`config.mk`:
```
export PLATFORM = sky130hd
export DESIGN_NAME = pxcol_top
export DESIGN_NICKNAME = d
export VERILOG_FILES = /design/src/rtl/pxcol_pkg.sv /design/src/rtl/pxcol_tsgen.sv /design/src/rtl/pxcol_cell.sv /design/src/rtl/pxcol_rdctl.sv /design/src/rtl/pxcol_top.sv
export SDC_FILE = /design/constraint.sdc
export NUM_CORES = 2
export LEC_CHECK = 0
export BUFFER_PORTS_ARGS = -buffer_cell sky130_fd_sc_hd__buf_2
export CAP_MARGIN = 20
export CORE_AREA = 2 2 342 344
export CTS_BUF_LIST = sky130_fd_sc_hd__clkbuf_8
export CTS_CLUSTER_DIAMETER = 30
export CTS_CLUSTER_SIZE = 10
export DETAILED_ROUTE_END_ITERATION = 12
export DIE_AREA = 0 0 344 346
export PLACE_DENSITY = 0.75
export SLEW_MARGIN = 20
export SYNTH_ARGS = -nofsm -noshare
export SYNTH_HDL_FRONTEND = slang
export SYNTH_SLANG_ARGS = --single-unit
```
`constraint.sdc`:
```
create_clock -name clk -period 6.29 [get_ports clk]
set_input_delay 0.629 -clock clk [delete_from_list [all_inputs] [get_ports clk]]
set_output_delay 0.629 -clock clk [all_outputs]
set_load 0.01 [all_outputs]
```
`src/rtl/pxcol_pkg.sv`:
```
package pxcol_pkg;
    localparam int TS_W   = 12;
    localparam int CFG_W  = 12;
    localparam int TRIM_W = 5;

    typedef enum logic {RD_IDLE, RD_SEND} rd_state_t;
    typedef enum logic [1:0] {CELL_ARMED, CELL_OPEN, CELL_FULL} cell_state_t;

    function automatic logic [TS_W-1:0] bin2gray(input logic [TS_W-1:0] b);
        return b ^ (b >> 1);
    endfunction

    function automatic logic [TS_W-1:0] gray2bin(input logic [TS_W-1:0] g);
        logic [TS_W-1:0] b;
        b[TS_W-1] = g[TS_W-1];
        for (int i = TS_W-2; i >= 0; i--) b[i] = b[i+1] ^ g[i];
        return b;
    endfunction
endpackage

```
`src/rtl/pxcol_tsgen.sv`:
```
module pxcol_tsgen
    import pxcol_pkg::*;
(
    input  logic            clk,
    input  logic            rst_n,
    output logic [TS_W-1:0] ts_gray
);
    logic [TS_W-1:0] cnt_q;

    always_ff @(posedge clk) begin
        if (!rst_n) begin
            cnt_q   <= '0;
            ts_gray <= '0;
        end else begin
            cnt_q   <= cnt_q + 1'b1;
            ts_gray <= bin2gray(cnt_q);
        end
    end
endmodule

```
`src/rtl/pxcol_cell.sv`:
```
module pxcol_cell
    import pxcol_pkg::*;
(
    input  logic              clk,
    input  logic              rst_n,
    input  logic              comp_i,
    input  logic [TS_W-1:0]   ts_gray_i,
    input  logic              ack_i,
    input  logic              cfg_we_i,
    input  logic [CFG_W-1:0]  cfg_wdata_i,
    output logic              rdy_o,
    output logic [TS_W-1:0]   lead_o,
    output logic [TS_W-1:0]   trail_o,
    output logic [CFG_W-1:0]  cfg_o,
    output logic [TRIM_W-1:0] trim_o,
    output logic              lost_o
);
    cell_state_t st_q, st_d;
    logic [2:0]  sync_q;
    logic        rise, fall, cap_lead, cap_trail;

    // two synchronizer flops plus one history flop for edge detection
    always_ff @(posedge clk) begin
        if (!rst_n) sync_q <= '0;
        else        sync_q <= {sync_q[1:0], comp_i};
    end

    assign rise = sync_q[1] & ~sync_q[2];
    assign fall = ~sync_q[1] & sync_q[2];

    always_ff @(posedge clk) begin
        if (!rst_n) st_q <= CELL_ARMED;
        else        st_q <= st_d;
    end

    always_comb begin
        st_d      = st_q;
        cap_lead  = 1'b0;
        cap_trail = 1'b0;
        lost_o    = 1'b0;
        unique case (st_q)
            CELL_ARMED: if (rise) begin
                st_d     = CELL_OPEN;
                cap_lead = 1'b1;
            end
            CELL_OPEN: if (fall) begin
                st_d      = CELL_FULL;
                cap_trail = 1'b1;
            end
            CELL_FULL: begin
                lost_o = rise;
                if (ack_i) st_d = CELL_ARMED;
            end
            default: st_d = CELL_ARMED;
        endcase
    end

    always_ff @(posedge clk) begin
        if (!rst_n) begin
            lead_o  <= '0;
            trail_o <= '0;
            cfg_o   <= '0;
        end else begin
            if (cap_lead)  lead_o  <= ts_gray_i;
            if (cap_trail) trail_o <= ts_gray_i;
            if (cfg_we_i)  cfg_o   <= cfg_wdata_i;
        end
    end

    assign rdy_o  = (st_q == CELL_FULL);
    assign trim_o = cfg_o[TRIM_W-1:0];
endmodule

```
`src/rtl/pxcol_rdctl.sv`:
```
module pxcol_rdctl
    import pxcol_pkg::*;
#(
    parameter int N_PIX = 32,
    localparam int AW   = (N_PIX > 1) ? $clog2(N_PIX) : 1
)(
    input  logic                       clk,
    input  logic                       rst_n,
    input  logic [N_PIX-1:0]           rdy_i,
    input  logic [N_PIX-1:0][TS_W-1:0] lead_g_i,
    input  logic [N_PIX-1:0][TS_W-1:0] trail_g_i,
    input  logic                       cfg_req_i,
    input  logic                       hit_ready_i,
    output logic [N_PIX-1:0]           ack_o,
    output logic                       hit_valid_o,
    output logic [AW-1:0]              hit_addr_o,
    output logic [TS_W-1:0]            hit_lead_o,
    output logic [TS_W-1:0]            hit_trail_o,
    output logic [TS_W-1:0]            hit_tot_o
);
    rd_state_t       st_q, st_d;
    logic [AW-1:0]   win;
    logic            any;
    logic            load;
    logic [TS_W-1:0] lead_b, trail_b;

    // fixed priority: lowest index wins, scanned from the top down
    always_comb begin
        win = '0;
        any = 1'b0;
        for (int i = N_PIX-1; i >= 0; i--) begin
            if (rdy_i[i]) begin
                win = AW'(i);
                any = 1'b1;
            end
        end
    end

    always_ff @(posedge clk) begin
        if (!rst_n) st_q <= RD_IDLE;
        else        st_q <= st_d;
    end

    always_comb begin
        st_d  = st_q;
        load  = 1'b0;
        ack_o = '0;
        unique case (st_q)
            RD_IDLE: if (!cfg_req_i && any) begin
                load       = 1'b1;
                ack_o[win] = 1'b1;
                st_d       = RD_SEND;
            end
            RD_SEND: if (hit_ready_i) st_d = RD_IDLE;
            default: st_d = RD_IDLE;
        endcase
    end

    assign lead_b  = gray2bin(lead_g_i[win]);
    assign trail_b = gray2bin(trail_g_i[win]);

    always_ff @(posedge clk) begin
        if (!rst_n) begin
            hit_addr_o  <= '0;
            hit_lead_o  <= '0;
            hit_trail_o <= '0;
            hit_tot_o   <= '0;
        end else if (load) begin
            hit_addr_o  <= win;
            hit_lead_o  <= lead_b;
            hit_trail_o <= trail_b;
            hit_tot_o   <= trail_b - lead_b;
        end
    end

    assign hit_valid_o = (st_q == RD_SEND);
endmodule

```
`src/rtl/pxcol_top.sv`:
```
module pxcol_top
    import pxcol_pkg::*;
#(
    parameter int N_PIX  = 32,
    parameter int LOST_W = 8,
    localparam int AW    = (N_PIX > 1) ? $clog2(N_PIX) : 1
)(
    input  logic                    clk,
    input  logic                    rst_n,
    input  logic [N_PIX-1:0]        comp_i,
    input  logic                    cfg_req,
    input  logic                    cfg_we,
    input  logic [AW-1:0]           cfg_addr,
    input  logic [CFG_W-1:0]        cfg_wdata,
    output logic [CFG_W-1:0]        cfg_rdata,
    output logic                    cfg_rvalid,
    output logic                    hit_valid,
    input  logic                    hit_ready,
    output logic [AW-1:0]           hit_addr,
    output logic [TS_W-1:0]         hit_lead,
    output logic [TS_W-1:0]         hit_trail,
    output logic [TS_W-1:0]         hit_tot,
    output logic [N_PIX*TRIM_W-1:0] trim_o,
    output logic [LOST_W-1:0]       lost_cnt
);
    logic [TS_W-1:0]             ts_gray;
    logic [N_PIX-1:0]            rdy, ack, lost, cfg_we_vec;
    logic [N_PIX-1:0][TS_W-1:0]  lead_g, trail_g;
    logic [N_PIX-1:0][CFG_W-1:0] cfg_arr;
    logic [LOST_W:0]             lost_next;
    logic [AW:0]                 lost_sum;

    pxcol_tsgen u_ts (.clk(clk), .rst_n(rst_n), .ts_gray(ts_gray));

    for (genvar g = 0; g < N_PIX; g++) begin : g_cell
        assign cfg_we_vec[g] = cfg_req && cfg_we && (int'(cfg_addr) == g);
        pxcol_cell u_cell (
            .clk(clk), .rst_n(rst_n), .comp_i(comp_i[g]), .ts_gray_i(ts_gray),
            .ack_i(ack[g]), .cfg_we_i(cfg_we_vec[g]), .cfg_wdata_i(cfg_wdata),
            .rdy_o(rdy[g]), .lead_o(lead_g[g]), .trail_o(trail_g[g]),
            .cfg_o(cfg_arr[g]), .trim_o(trim_o[g*TRIM_W +: TRIM_W]), .lost_o(lost[g])
        );
    end

    pxcol_rdctl #(.N_PIX(N_PIX)) u_rd (
        .clk(clk), .rst_n(rst_n), .rdy_i(rdy), .lead_g_i(lead_g), .trail_g_i(trail_g),
        .cfg_req_i(cfg_req), .hit_ready_i(hit_ready), .ack_o(ack),
        .hit_valid_o(hit_valid), .hit_addr_o(hit_addr), .hit_lead_o(hit_lead),
        .hit_trail_o(hit_trail), .hit_tot_o(hit_tot)
    );

    always_ff @(posedge clk) begin
        if (!rst_n) begin
            cfg_rdata  <= '0;
            cfg_rvalid <= 1'b0;
        end else begin
            cfg_rvalid <= cfg_req && !cfg_we;
            if (cfg_req && !cfg_we)
                cfg_rdata <= (int'(cfg_addr) < N_PIX) ? cfg_arr[cfg_addr] : '0;
        end
    end

    always_comb begin
        lost_sum = '0;
        for (int i = 0; i < N_PIX; i++) lost_sum = lost_sum + (AW+1)'(lost[i]);
        lost_next = {1'b0, lost_cnt} + (LOST_W+1)'(lost_sum);
    end

    always_ff @(posedge clk) begin
        if (!rst_n)                lost_cnt <= '0;
        else if (lost_next[LOST_W]) lost_cnt <= '1;
        else                       lost_cnt <= lost_next[LOST_W-1:0];
    end
endmodule

```
# After elaboration in Yosys (flattened, before gate mapping)
# Index checks and enable logic that the tools add are counted.
# classes
n_addsub,34
mul,0
div,0
magnitude_cmp,3
n_eq_ne,191
shift,0
n_mux,367
bitwise_logic,152
n_reduce_logical,103
# op_table
op,n
1-bit 2-to-1 mux,196
2-bit 2-to-1 mux,96
2-bit one-hot mux with 3 select lines,32
12-bit binary-select mux with 5-bit select,3
5-bit 2-to-1 mux,32
6-bit by 1-bit adder with 6-bit output,26
"2-bit by 1-bit != test with 1-bit output, second input constant",64
3-bit AND reduction,32
"5-bit == test, second input constant",16
1-bit inverter,65
1-bit bitwise AND,64
"2-bit by 1-bit == test with 1-bit output, second input constant",32
"2-bit == test, second input constant",32
2-bit zero test,32
32-bit 2-to-1 mux,2
"2-bit != test, second input constant",32
"5-bit by 4-bit == test with 1-bit output, second input constant",8
1-bit logical AND,36
12-bit 2-to-1 mux,3
1-bit bitwise XOR,22
"5-bit by 3-bit == test with 1-bit output, second input constant",4
"12-bit by 1-bit adder with 12-bit output, second input constant",1
"5-bit by 6-bit < comparator with 1-bit output, second input constant",2
12-bit subtractor,1
other kinds (15),17
# word_totals
ff_bits,1399
latchBits,0
ramBits,0
romBits,0
inputBits,54
output_inout_bits,223
word_cells,1020
memories,0

# Logic depth before layout (Yosys ltp)
# logic_depth
depth_word,47
ltp_mapped,35
mapped_depth_nobuf,26

# Cells and area by module
# Synthesis repeated with hierarchy kept, for this count alone.
# unflattened
hier_cells,6924
area_unflattened_um2,64612.0
# modules_own_cells
module,instances,cells_each,area_per_inst_um2
pxcol_cell,32,155,1559.0
pxcol_rdctl,1,1383,8842.2
pxcol_top,1,499,4977.3
pxcol_tsgen,1,82,904.6

# Worst setup path after synthesis
# Ideal clock, no wire load.
# synth_path
path_type,register to register
start,register g_cell[8].u_cell.st_q[0]
end,register u_rd.hit_tot_o[10]
setup_time_ps,118
t_arrival_ps,6754
slack_ps,-583
stages_incl_launch_ff,28
synth_period_minus_slack_ps,6873
path_cell_list,dfxtp_1 -> and2b_2 -> o21ai_1 -> and2_1 -> or4_1 -> a21o_1 -> buf_6 -> nand2_8 -> mux2_2 -> a221o_1 -> or3_1 -> buf_2 -> xor3_2 -> xnor2_4 -> xor3_1 -> xnor2_1 -> xnor2_1 -> xnor2_1 -> ha_1 -> fa_1 -> a211oi_1 -> o32ai_2 -> maj3_2 -> maj3_2 -> nor2_1 -> a21oi_1 -> xnor2_1 -> o21ai_1
# synth_between
elab_chain_cells,24
elab_cells_between_ends,49
cone_classes,1 x add/sub; 1 x eq/ne; 24 x mux; 22 x bitwise; 1 x reduce/logical
# synth_rtl
item,line_no,rtl
start: declaration,pxcol_cell.sv:18,"cell_state_t st_q, st_d;"
start signal: assignment,pxcol_cell.sv:33,else st_q <= st_d;
2-bit == test (*),pxcol_cell.sv:70,assign rdy_o = (st_q == CELL_FULL);
5-bit 2-to-1 mux (*) (9 in a row),pxcol_rdctl.sv:32,if (rdy_i[i]) begin
12-bit binary-select mux with 5-bit select (*),pxcol_rdctl.sv:59,assign lead_b = gray2bin(lead_g_i[win]);
12-bit 2-to-1 mux (implied by the code) (*),pxcol_rdctl.sv:59,
1-bit bitwise XOR (10 in a row),pxcol_pkg.sv:16,for (int i = TS_W-2; i >= 0; i--) b[i] = b[i+1] ^ g[i];
1-bit bitwise XOR (*),pxcol_pkg.sv:16,
net u_rd.lead_b[0],pxcol_rdctl.sv:25,"logic [TS_W-1:0] lead_b, trail_b;"
12-bit subtractor (*),pxcol_rdctl.sv:72,hit_tot_o <= trail_b - lead_b;
end signal: assignment,pxcol_rdctl.sv:72,
end: declaration,pxcol_rdctl.sv:19,output logic [TS_W-1:0] hit_tot_o
# The timed path passes the listed nets; every way through them passes the cells marked *. The select of a mux whose other input is x is not followed.
# A chain may end at the register's enable or synchronous reset.

# Worst setup path after layout
# layout_path
start,register g_cell[8].u_cell.st_q[0]
end,register u_rd.hit_tot_o[11]
# Same word-level chain as after synthesis.

==> flow_summary.ini <==
[clocking]
cts_root_buf = clkbuf_8
clk-insertion-delay-late_ns = 1.07
numCtsBuffers = 307
clk_pin_slew_ns = 0.06
clockBufferDepth = 4
ctsHtreeMaxLevel = 5
clock_sinks = 1398
cts_tree = yes

[timing]
hold_violations = 0
fin_crit_sh = 1.083
fin_crit_ns = 6.811
final.setup.tns_ns = -3.062
fmax_mhz = 146.8
worst_slew_pin_slew_ns = 1.247
finalSetupViolCount = 7
holdWs_ns = 0.1076
fin_ws_ns = -0.5214
finalClockSkew_ns = 0.09893
relSlewSlack = 0.1653
rsz0062_at_grt = yes
final-max-slew-violation-count = 0

[floorplanning]
dieWidth_um = 344
dieHeight_um = 346
dieArea_um2 = 119000
coreArea_um2 = 115400
start_util = 0.5444
std_cell_rows = 125
io_pins = 277

[critical_path]
critPathCaptureType = flip-flop
cp_max_fo = 12
crit_path_start_kind = flip-flop
crit_required_ns = 7.24
critPathArrivalTime_ns = 7.76
path_common_cell = buf_4
cp_top_family = simple AND/OR/NAND/NOR gates
cpMaxStageDelayCell = xor3_2
worst-setup-path-type = flip-flop to flip-flop
cp_slowest_stage_delay_ns = 0.63
cp.buffers_inverters = 7

[place]
pre_cts_ws_ns = -0.9240
dp_cells = 9628
gp_congestion = 1.147
dpl-instance-area_um2 = 67930
portBuffers = 276
post-dp-hpwl_um = 177900

[layout]
drive_gt1_frac = 0.2189
final_area_um2 = 77090
area_growth_syn_to_layout_pct = 22.69
instances_no_fill = 10270
fin_nets = 8621
post-route-util = 0.6679

[detailed_routing]
viasPerCell = 6.205
drc = 0
wl_per_cell_um = 25.54
firstDrtPassIters = 7
wirelength_um = 262200
drt.antenna.violating_nets = 0
via_count = 63700
first_iter_violations = 9735

[min_path]
hp-class = primary input to flip-flop

[synthesis]
ys_types = 118
synth-async-reset-ratio = 0
syn_avg_cell_area_um2 = 7.876
synth_warnings = 0
syn_inst = 7978
ys_seq_area_frac = 0.4454
synth-edff-count = 0
synth_seq_cells = 1398
ys.flop_type = dfxtp_1
synthesis.area_um2 = 62840
synth_nets = 8086

[global_routing]
gr-usage-all-layers = 0.4257
grt_pass1_wl_um = 379300
first_global_vias = 59440
grt_max_degree = 233
grt-ovfl-total = 0
grt_antenna_before_repair = 8

[job]
cap_violations = 0

[pwr]
leakagePower_nw = 28.23
power_density_nw_per_um2 = 344.6
finalPower_mw = 26.57
peakVddDrop_mv = 0.7413

[status]
violations = setup timing
status = complete, but fails checks
[final timing paths]
path / startpoint / end / slack (ns) / cells past startpoint
worst min-delay path: rst_n / g_cell[0].u_cell.sync_q[0] / 0.11 / 2
worst max-delay path: g_cell[8].u_cell.st_q[0] / u_rd.hit_tot_o[11] / -0.52 / 32
worst min register to register: g_cell[29].u_cell.sync_q[0] / g_cell[29].u_cell.sync_q[1] / 0.43 / 1
worst max register to register: g_cell[8].u_cell.st_q[0] / u_rd.hit_tot_o[11] / -0.52 / 32
[state kept, by name, indices dropped and copies added, names as in the netlist, 64 cells and up]
signal / flops
g_cell.u_cell.lead_o: 384
g_cell.u_cell.sync_q: 96
g_cell.u_cell.cfg_o: 384
g_cell.u_cell.trail_o: 384
g_cell.u_cell.st_q: 64
[per-layer routing]
layer,global-route usage,vias to the layer above,wire length (um),share of wire
li1,-,27770,-,-
met1,0.5590,30110,97500,0.37
met2,0.5971,4758,107900,0.41
met3,0.1414,1056,37800,0.14
met4,0.2715,6,19000,0.072
met5,0,-,45,0.00017
[cell families (layout without fill, tap and decap cells)]
logic type | after synthesis | after routing | synth area share
multiplexers | 250 | 250 | 0.06416
AND/OR/NAND/NOR | 3736 | 3736 | 0.2557
buffers and inverters | 830 | 1592 | 0.06256
adder cells (fa/ha/maj) | 59 | 59 | 0.01481
flip-flops | 1398 | 1398 | 0.4454
XOR/XNOR | 63 | 63 | 0.01125
AO/OA/AOI/OAI | 1642 | 1642 | 0.1461
other | 0 | 2 | 0
[cells in the mapped netlist (28+ instances only)]
cell | number | area, um^2
xnor2_1 | 35 | 306.5
clkbuf_1 | 533 | 2001
buf_4 | 175 | 1314
nor2_1 | 295 | 1107
a21oi_1 | 1236 | 6186
nand2b_1 | 72 | 450.4
o22ai_1 | 54 | 337.8
a31oi_1 | 72 | 450.4
nor3_1 | 84 | 420.4
and3_1 | 115 | 719.4
nand2_1 | 2715 | 10190
o21ai_0 | 46 | 230.2
mux4_2 | 120 | 2703
nor2b_1 | 39 | 244.0
nand4_1 | 30 | 187.7
or3_1 | 38 | 237.7
a211oi_1 | 78 | 585.6
nor4_1 | 28 | 175.2
buf_1 | 39 | 146.4
mux2i_1 | 108 | 1081
dfxtp_1 | 1398 | 27990
nand3_1 | 85 | 425.4
and2_1 | 110 | 688.2
inv_1 | 41 | 153.9
[timing repair]
item,CTS,global route
pin swaps,53,79
gates cloned,3,2
buffers inserted,21,45
resized for setup,103,132
endpoints found under the hold margin,33,0
hold buffers,33,0
setup endpoints to repair,18,18
[cell usage in the layout (no fill, tap or decap), types with 105 or more instances in the layout]
cell / n
a21oi_1: 1228
and2_1: 108
nor2_1: 276
dfxtp_1: 1370
clkbuf_8: 347
buf_4: 640
mux2i_1: 105
nand2_1: 2710
buf_2: 273
mux4_2: 120
and3_1: 115
[where the power goes]
group / switching [mW] / internal, mW / leakage [nW] / total [mW]
clock: 4.54 / 7.21 / 3.63 / 11.8
sequential: 0.0874 / 8.97 / 11.3 / 9.05
combinational: 3.14 / 2.62 / 13.3 / 5.76
[worst reg2reg max path, delay by kind of cell (launching register included)]
kind	cells	cell delay, ns
buf+inv	7	0.94
simple gates	8	1.89
flops	1	0.32
fa+ha+maj	1	0.24
xor+xnor	5	1.44
compound gates	11	1.87
[layout make-up]
type	instances	area, um^2
repair buffers	1014	7626
diodes	2	5.005
fillers	9377	38330
clock buffers	347	4776
inverters	42	165.2
multi-input cells	5750	32190
well taps	1524	1907
flip-flops and latches	1398	28020
clock inverters	189	2401
No activity file was read; power rests on OpenSTA's default activity.
